### config.mk
export PLATFORM = sky130hd
export DESIGN_NAME = linktest_core
export DESIGN_NICKNAME = d
export VERILOG_FILES = /design/src/rtl/linktest_pkg.sv /design/src/rtl/lt_sat_counter.sv /design/src/rtl/lt_echo_slot.sv /design/src/rtl/linktest_core.sv
export SDC_FILE = /design/constraint.sdc
export NUM_CORES = 1
export LEC_CHECK = 0
export BUFFER_PORTS_ARGS = -buffer_cell sky130_fd_sc_hd__buf_2
export CAP_MARGIN = 20
export CELL_PAD_IN_SITES_DETAIL_PLACEMENT = 1
export CELL_PAD_IN_SITES_GLOBAL_PLACEMENT = 1
export CORE_MARGIN = 2
export CORE_UTILIZATION = 48
export DETAILED_ROUTE_END_ITERATION = 7
export PLACE_DENSITY_LB_ADDON = 0.25
export SYNTH_ARGS = -nofsm -noshare
export SYNTH_HDL_FRONTEND = slang
export SYNTH_HIERARCHICAL = 1
export SYNTH_SLANG_ARGS = --single-unit
### constraint.sdc
create_clock -name clk -period 6.44 [get_ports clk]
set_input_delay 0.966 -clock clk [delete_from_list [all_inputs] [get_ports clk]]
set_output_delay 0.966 -clock clk [all_outputs]
set_load 0.02 [all_outputs]
### src/rtl/linktest_pkg.sv
package linktest_pkg;

  typedef enum logic [1:0] {
    MODE_PUSH = 2'd0,
    MODE_PULL = 2'd1,
    MODE_PING = 2'd2,
    MODE_ECHO = 2'd3
  } lt_mode_e;

  typedef enum logic [2:0] {
    ST_IDLE,
    ST_PUSH,
    ST_PULL,
    ST_PING_TX,
    ST_PING_WAIT,
    ST_ECHO
  } lt_state_e;

endpackage

### src/rtl/lt_sat_counter.sv
module lt_sat_counter #(
  parameter int W = 32
) (
  input  logic         clk,
  input  logic         rst_n,
  input  logic         clr,
  input  logic         inc,
  output logic [W-1:0] value
);

  logic [W-1:0] cnt_q;
  logic         full;

  assign full  = &cnt_q;
  assign value = cnt_q;

  always_ff @(posedge clk or negedge rst_n) begin
    if (!rst_n) begin
      cnt_q <= '0;
    end else if (clr) begin
      cnt_q <= '0;
    end else if (inc && !full) begin
      cnt_q <= cnt_q + W'(1);
    end
  end

endmodule

### src/rtl/lt_echo_slot.sv
module lt_echo_slot #(
  parameter int W = 32
) (
  input  logic         clk,
  input  logic         rst_n,
  input  logic         clr,
  input  logic         in_valid,
  output logic         in_ready,
  input  logic [W-1:0] in_data,
  output logic         out_valid,
  input  logic         out_ready,
  output logic [W-1:0] out_data
);

  logic         full_q;
  logic [W-1:0] data_q;

  assign in_ready  = !full_q;
  assign out_valid = full_q;
  assign out_data  = data_q;

  always_ff @(posedge clk or negedge rst_n) begin
    if (!rst_n) begin
      full_q <= 1'b0;
      data_q <= '0;
    end else if (clr) begin
      full_q <= 1'b0;
    end else if (!full_q && in_valid) begin
      full_q <= 1'b1;
      data_q <= in_data;
    end else if (full_q && out_ready) begin
      full_q <= 1'b0;
    end
  end

endmodule

### src/rtl/linktest_core.sv
module linktest_core
  import linktest_pkg::*;
#(
  parameter int DATA_W = 32,
  parameter int CNT_W  = 32
) (
  input  logic              clk,
  input  logic              rst_n,
  input  logic              cfg_start,
  input  logic [1:0]        cfg_mode,
  input  logic [CNT_W-1:0]  cfg_count,
  input  logic [CNT_W-1:0]  cfg_limit,
  output logic              stat_busy,
  output logic              stat_done,
  output logic              stat_timeout,
  output logic              stat_mismatch,
  output logic [CNT_W-1:0]  stat_cycles,
  output logic              tx_valid,
  input  logic              tx_ready,
  output logic [DATA_W-1:0] tx_data,
  input  logic              rx_valid,
  output logic              rx_ready,
  input  logic [DATA_W-1:0] rx_data
);

  localparam int CW1 = CNT_W + 1;

  lt_state_e          state_q;
  logic               done_q, tmo_q, mis_q;
  logic [CNT_W-1:0]   target_q, limit_q;
  logic [DATA_W-1:0]  ping_q;

  logic [CNT_W-1:0]   cycles, words;
  logic               cyc_inc, word_inc;
  logic [CNT_W-1:0]   cyc_after;
  logic [CW1-1:0]     words_next;
  logic               last_word;
  logic               tx_hs, rx_hs;

  logic               slot_in_valid, slot_in_ready, slot_out_valid, slot_out_ready;
  logic [DATA_W-1:0]  slot_out_data;
  logic [DATA_W-1:0]  seq_word;

  // cycle counter, cleared by start
  lt_sat_counter #(.W(CNT_W)) u_cyc (
    .clk   (clk),
    .rst_n (rst_n),
    .clr   (cfg_start),
    .inc   (cyc_inc),
    .value (cycles)
  );

  // word counter, doubles as the sequence pattern
  lt_sat_counter #(.W(CNT_W)) u_words (
    .clk   (clk),
    .rst_n (rst_n),
    .clr   (cfg_start),
    .inc   (word_inc),
    .value (words)
  );

  lt_echo_slot #(.W(DATA_W)) u_slot (
    .clk       (clk),
    .rst_n     (rst_n),
    .clr       (cfg_start),
    .in_valid  (slot_in_valid),
    .in_ready  (slot_in_ready),
    .in_data   (rx_data),
    .out_valid (slot_out_valid),
    .out_ready (slot_out_ready),
    .out_data  (slot_out_data)
  );

  assign seq_word       = DATA_W'(words);
  assign slot_in_valid  = rx_valid && (state_q == ST_ECHO);
  assign slot_out_ready = tx_ready && (state_q == ST_ECHO);

  // outgoing stream mux
  always_comb begin
    tx_valid = 1'b0;
    tx_data  = '0;
    unique case (state_q)
      ST_PUSH: begin
        tx_valid = 1'b1;
        tx_data  = seq_word;
      end
      ST_PING_TX: begin
        tx_valid = 1'b1;
        tx_data  = ping_q;
      end
      ST_ECHO: begin
        tx_valid = slot_out_valid;
        tx_data  = slot_out_data;
      end
      default: ;
    endcase
  end

  // incoming stream ready
  always_comb begin
    unique case (state_q)
      ST_PULL, ST_PING_WAIT: rx_ready = 1'b1;
      ST_ECHO:               rx_ready = slot_in_ready;
      default:               rx_ready = 1'b0;
    endcase
  end

  assign tx_hs = tx_valid && tx_ready;
  assign rx_hs = rx_valid && rx_ready;

  always_comb begin
    unique case (state_q)
      ST_PUSH, ST_PULL, ST_PING_WAIT: cyc_inc = 1'b1;
      ST_ECHO:                        cyc_inc = tx_hs;
      default:                        cyc_inc = 1'b0;
    endcase
  end

  assign word_inc   = ((state_q == ST_PUSH) && tx_hs) || ((state_q == ST_PULL) && rx_hs);
  assign words_next = {1'b0, words} + CW1'(1);
  assign last_word  = (words_next == {1'b0, target_q});
  assign cyc_after  = (&cycles) ? cycles : cycles + CNT_W'(1);

  always_ff @(posedge clk or negedge rst_n) begin
    if (!rst_n) begin
      state_q  <= ST_IDLE;
      done_q   <= 1'b0;
      tmo_q    <= 1'b0;
      mis_q    <= 1'b0;
      target_q <= '0;
      limit_q  <= '0;
      ping_q   <= '0;
    end else if (cfg_start) begin
      done_q   <= 1'b0;
      tmo_q    <= 1'b0;
      mis_q    <= 1'b0;
      target_q <= cfg_count;
      limit_q  <= cfg_limit;
      ping_q   <= DATA_W'(cfg_count);
      case (lt_mode_e'(cfg_mode))
        MODE_PUSH: begin
          if (cfg_count == '0) begin
            state_q <= ST_IDLE;
            done_q  <= 1'b1;
          end else begin
            state_q <= ST_PUSH;
          end
        end
        MODE_PULL: begin
          if (cfg_count == '0) begin
            state_q <= ST_IDLE;
            done_q  <= 1'b1;
          end else begin
            state_q <= ST_PULL;
          end
        end
        MODE_PING: state_q <= ST_PING_TX;
        MODE_ECHO: state_q <= ST_ECHO;
        default:   state_q <= ST_IDLE;
      endcase
    end else begin
      case (state_q)
        ST_PUSH: begin
          if (tx_hs && last_word) begin
            state_q <= ST_IDLE;
            done_q  <= 1'b1;
          end
        end
        ST_PULL: begin
          if (rx_hs) begin
            if (rx_data != seq_word) mis_q <= 1'b1;
            if (last_word) begin
              state_q <= ST_IDLE;
              done_q  <= 1'b1;
            end
          end
        end
        ST_PING_TX: begin
          if (tx_hs) state_q <= ST_PING_WAIT;
        end
        ST_PING_WAIT: begin
          if (rx_hs) begin
            state_q <= ST_IDLE;
            done_q  <= 1'b1;
            mis_q   <= (rx_data != ping_q);
          end else if ((limit_q != '0) && (cyc_after >= limit_q)) begin
            state_q <= ST_IDLE;
            done_q  <= 1'b1;
            tmo_q   <= 1'b1;
          end
        end
        default: ;
      endcase
    end
  end

  assign stat_busy     = (state_q != ST_IDLE);
  assign stat_done     = done_q;
  assign stat_timeout  = tmo_q;
  assign stat_mismatch = mis_q;
  assign stat_cycles   = cycles;

endmodule

==> After elaboration in Yosys (flattened, before gate mapping) <==
Index checks and enable logic that the tools add are counted.
W data, S select, Z words.
{ "totals": {"elab_cells": 113, "input_bits": 103, "latch_bits": 0, "out_inout_bits": 70, "memories": 0, "reg_bits": 167, "mem_bits_rw": 0, "romBits": 0} }
{ "op_classes": {"mul": 0, "shift": 0, "bitwise_logic": 1, "n_mux": 40, "n_lt_le_gt_ge": 1, "n_reduce_logical": 39, "div_mod_pow": 0, "addsub": 3, "eq_ne": 19} }
{ "ops": {"columns": ["op", "count"], "rows": [
  ["$mux W32", 5],
  ["$pmux W32 S3", 1],
  ["$add A32 B1 Y32 const B", 2],
  ["$ne A32 B32 Y1", 2],
  ["$reduce_and A32 Y1", 2],
  ["$add A32 B1 Y33 const B", 1],
  ["$eq A33 B32 Y1", 1],
  ["$ge A32 B32 Y1", 1],
  ["$logic_not A32 Y1", 1],
  ["$reduce_bool A32 Y1", 1],
  ["$pmux W3 S4", 2],
  ["$mux W3", 7],
  ["$mux W1", 19],
  ["$logic_and A1 B1 Y1", 12],
  ["$ne A3 B3 Y1 const B", 4],
  ["$reduce_bool A3 Y1", 3],
  ["$pmux W1 S2", 4],
  ["$reduce_bool A2 Y1", 4],
  ["$eq A3 B2 Y1 const B", 2],
  ["$eq A3 B3 Y1 const B", 2],
  ["$ne A3 B2 Y1 const B", 2],
  ["$reduce_and A6 Y1", 1],
  ["$reduce_or A2 Y1", 3],
  ["$reduce_and A5 Y1", 1],
  ["other kinds (17)", 20]
]} }

==> Logic depth before layout (Yosys ltp) <==
{ "logic_depth": {"ltp_word": 9, "depth_mapped": 18, "depth_no_buf": 17} }

==> Hierarchy <==
The synthesis kept the hierarchy.
{ "modules_own_cells": {"columns": ["module", "n_inst", "area_per_inst_um2", "cells_per_inst"], "rows": [
  ["linktest_core", 1, 7204.4, 873],
  ["lt_sat_counter at u_words", 1, 1886.8, 202],
  ["lt_sat_counter at u_cyc", 1, 1865.5, 190],
  ["lt_echo_slot", 1, 1260.0, 73]
]} }

==> Least setup slack after synthesis <==
Ideal clock, no wire load.
{ "synth_path": {"path_kind": "register to register", "from": "register u_cyc.cnt_q[16] (netlist: u_cyc/value[16])", "to": "register state_q[1]", "path_stages_with_launch": 19, "arrival_ns": 4.023, "path_buffers": 1, "period_less_slack_ns": 4.101, "required_time_ns": 6.362, "slack_ns": 2.339, "path_cell_list": "dfrtp_1 and4_1 and4_1 clkbuf_1 nand4_1 nand4b_1 nor3_1 nand2_1 nor2_1 xor2_1 ha_1 a21o_1 nand3_1 a21oi_1 o32a_1 nor3_1 nand2_1 a311oi_1 o2bb2ai_1"} }
{ "synth_between": {"elab_chain_cells": 6, "elab_cells_between_ends": 7, "classes_between": "1 x add/sub; 1 x order compare; 1 x eq/ne; 1 x mux; 3 x reduce/logical"} }
{ "synth_rtl": {"columns": ["element", "line_no", "source"], "rows": [
  ["from (decl)", "lt_sat_counter.sv:11", "logic [W-1:0] cnt_q;"],
  ["from (signal assigned)", "lt_sat_counter.sv:23", "cnt_q <= cnt_q + W'(1);"],
  ["$add A32 B1 Y32 / $reduce_and A32 Y1 (equally long branches)", "linktest_core.sv:122", "assign cyc_after = (&cycles) ? cycles : cycles + CNT_W'(1);"],
  ["$mux W32 *", "linktest_core.sv:122", null],
  ["$ge A32 B32 Y1 *", "linktest_core.sv:186", "end else if ((limit_q != '0) && (cyc_after >= limit_q)) begin"],
  ["$logic_and A1 B1 Y1 *", "linktest_core.sv:186", null],
  ["$ne A4 B4 Y1 (no source line) *", null, null],
  ["$reduce_and A6 Y1 (no source line) *", null, null],
  ["to (signal assigned)", "linktest_core.sv:179", "if (tx_hs) state_q <= ST_PING_WAIT;"],
  ["to (signal assigned)", "linktest_core.sv:183", "state_q <= ST_IDLE;"],
  ["to (signal assigned)", "linktest_core.sv:187", "state_q <= ST_IDLE;"],
  ["to (decl)", "linktest_core.sv:28", "lt_state_e state_q;"]
]} }
Mark *: on every way between the ends. The rest lies on a longest branch, timed or not.
A chain may end at the register's enable or synchronous reset.

==> Final worst setup path <==
Ends and elaborated chain as after synthesis.

==> results.md <==
- Status: finished clean
- Worst-path clk slew: 0.09 ns
- Post-synth EDFFs: 0
- RSZ-0062 raised after global routing: no
- Syn Nets: 1,477
- Clock Latency Late Sink: 0.45 ns
- CTS Buffer Depth: 2
- H-tree depth: 4
- Largest net degree at the start of global routing: 99
- ANT nets after route: 0
- Nets: 1,606
- Core area: 25,100 um^2
- Rows: 58
- PwrDens: 237 nW/um^2
- Slew headroom: 0.371
- Mapped Cells: 1,338
- Startpoint types: flip-flop
- Yosys cell types: 91
- CP Data Required Time: 6.82 ns
- Warnings from Yosys: 6
- Crit path DAT: 5.30 ns
- Initial Util: 0.487
- Hold buffers post-CTS: 0
- Die ar.: 26,700 um^2
- MaxCap Viol Count: 0
- Register area share after synthesis: 0.342
- Die width: 164 um
- Gr ovfl total: 0
- Initial antenna violation count: 3
- Final setup vio count: 0
- Global-route usage over all layers: 0.309
- Via count: 11,400
- Final Cycle Share: 0.765
- Area grow syn2layout: 12.6%
- First-pass GRT wire length: 64,600 um
- Post-CTS Resized: 0
- GPL Wtd Cong: 0.895
- Post-synthesis async set-or-reset flop share: 1.00
- DRT Pass-1 Iters: 7
- Worst setup EP type: flip-flop
- Post-Synthesis Cell Area: 12,200 um^2
- CTS tree: yes
- Setup TNS: 0 ns
- Final HPWL DP: 29,500 um
- WL per Instance: 23.2 um
- 1st-iter DRT viols: 958
- I/O pin count: 173
- Max FO, Critical Path: 10
- Minimum clock period: 4.93 ns
- Min-Delay Path Class: input port to asynchronous set/reset pin
- FMAX: 0.203 GHz
- Worst-margin pin slew: 0.944 ns
- Worst setup path category: flip-flop to flip-flop
- # DRC: 0
- Max Slew Vio Count: 0
- Clock Sinks: 167
- Vias in the first global route: 11,400
- Ys flop type: dfrtp_1
- Hold Fails Final Rpt: 0
- Synthesis-stage register bit count: 167
- Pwr Total: 3.26 mW
- DR vias/cell: 6.29
- Leakage power total: 5.96 nW
- Fin Hold WS: 0.418 ns
- Clk root buf: clkbuf_16
- Maximum VDD drop: 0.176 mV
- Share of layout cells above drive strength 1: 0.216
- Clock Skew: 0.0198 ns
- Synthesized area per cell: 9.13 um^2
- Total detailed-routing wirelength: 42,000 um
- Cts bufs inserted: 17
- Setup bufs post-CTS: 0
- Die H: 164 um
- Buffers on Ports: 172
- # fillers: 2,982
critical path, cell delays in order, from the launching register on:
cell and delay, ns:
dfrtp_1 0.50, and4_1 0.30, and4_1 0.31, nand4_1 0.32, nand4b_1 0.28, nor3_1 0.67
nand2_1 0.27, nor2_1 0.19, xor2_1 0.16, ha_1 0.26, a21o_1 0.18, nand3_1 0.07
a21oi_1 0.07, o32a_1 0.32, nor3_1 0.34, nand2_1 0.16, a311oi_1 0.31, o2bb2ai_1 0.14
layout make-up:
| class | count | area (um^2) | area share |
|---|---|---|---|
| timing repair buffer | 184 | 961 | 0.0699 |
| antenna | 3 | 7.51 | 0.000546 |
| inverter | 45 | 169 | 0.0123 |
| clock buffer | 17 | 425 | 0.0309 |
| clock inverter | 15 | 184 | 0.0134 |
| tap | 330 | 413 | 0.0300 |
| multi-input combinational | 1052 | 7410 | 0.539 |
| sequential | 167 | 4180 | 0.304 |
cells in the mapped netlist (all sizes together) (29+ instances only):
master | number | share of area
mux2 | 72 | 0.067
nand2 | 102 | 0.031
inv | 44 | 0.014
xor2 | 63 | 0.045
xnor2 | 83 | 0.060
dfrtp | 167 | 0.34
clkbuf | 50 | 0.020
nor4 | 37 | 0.021
a21oi | 87 | 0.036
nand3 | 47 | 0.021
ha | 36 | 0.037
mux2i | 35 | 0.029
nor2 | 86 | 0.027
nor2b | 44 | 0.023
nand4 | 53 | 0.034
or4 | 29 | 0.018
o21ai | 63 | 0.026
stage by stage:
step	instances	setup slack (ns)	utilization	instance area (um^2)
2_1_floorplan	1338	2.34	-	12200
3_3_place_gp	1777	1.86	0.523	13100
3_5_place_dp	1777	1.63	0.523	13100
4_1_cts	1809	1.61	0.547	13700
5_1_grt	1813	1.21	0.548	13800
6_report	1813	1.51	0.548	13800
worst paths after layout:
kind	startpoint	end	slack, ns	cells after the start
min reg2reg	u_slot/out_data[26]	u_slot/out_data[26]	0.50	1
min in group clk	u_slot/out_data[26]	u_slot/out_data[26]	0.50	1
max	u_cyc/value[16]	state_q[1]	1.51	17
min	rst_n	ping_q[27]	0.42	1
max reg2reg	u_cyc/value[16]	state_q[1]	1.51	17
max in group asynchronous	rst_n	state_q[2]	4.66	2
logic make-up (layout without fill, tap and decap cells):
family | count (synthesis) | count (layout) | synth area share
AOI/OAI and AO/OA | 240 | 240 | 0.122
xor gates and xnor gates | 146 | 146 | 0.105
DFF | 167 | 167 | 0.342
buffers and inverters | 119 | 261 | 0.0515
and+or+nand+nor | 523 | 523 | 0.247
adders and majority gates | 36 | 36 | 0.0369
other | 0 | 3 | 0
muxes | 107 | 107 | 0.0960
state kept, by name, summed over array words and instances, names as in the netlist:
register,flops
u_words/value,32
ping_q,32
u_slot/out_data,32
state_q,3
limit_q,32
stat_timeout,1
stat_mismatch,1
u_slot/out_valid,1
u_cyc/value,32
stat_done,1
where the power goes:
part,internal (mW),total (mW),switching (mW),leakage [nW]
Sequential,1.19,1.33,0.131,2.14
Combinational,0.347,0.828,0.481,3.52
Clock,0.560,1.10,0.543,0.295
Total,2.10,3.26,1.16,5.96
metal layers:
layer / vias up / routed length, um / track usage / part of all wire
met4: 0 / 901 / 0.0881 / 0.021
met1: 5751 / 18800 / 0.435 / 0.45
met3: 64 / 2860 / 0.0513 / 0.068
li1: 5144 / - / - / -
met2: 447 / 19400 / 0.490 / 0.46
met5: - / 0 / 0 / 0
layout by cell type, fill, tap and decap left out, types with 22 or more instances in the layout:
cell type and instances:
a21oi_1 87, and3_1 24, buf_2 171, dfrtp_1 166, ha_1 36, inv_1 44, mux2_2 67, mux2i_1 35
nand2_1 102, nand3_1 45, nand4_1 46, nor2_1 84, nor2b_1 44, nor4_1 35, o21ai_0 59, or3_1 22
or4_1 27, xnor2_1 83, xor2_1 63
Power figures use the tool's default switching activity.
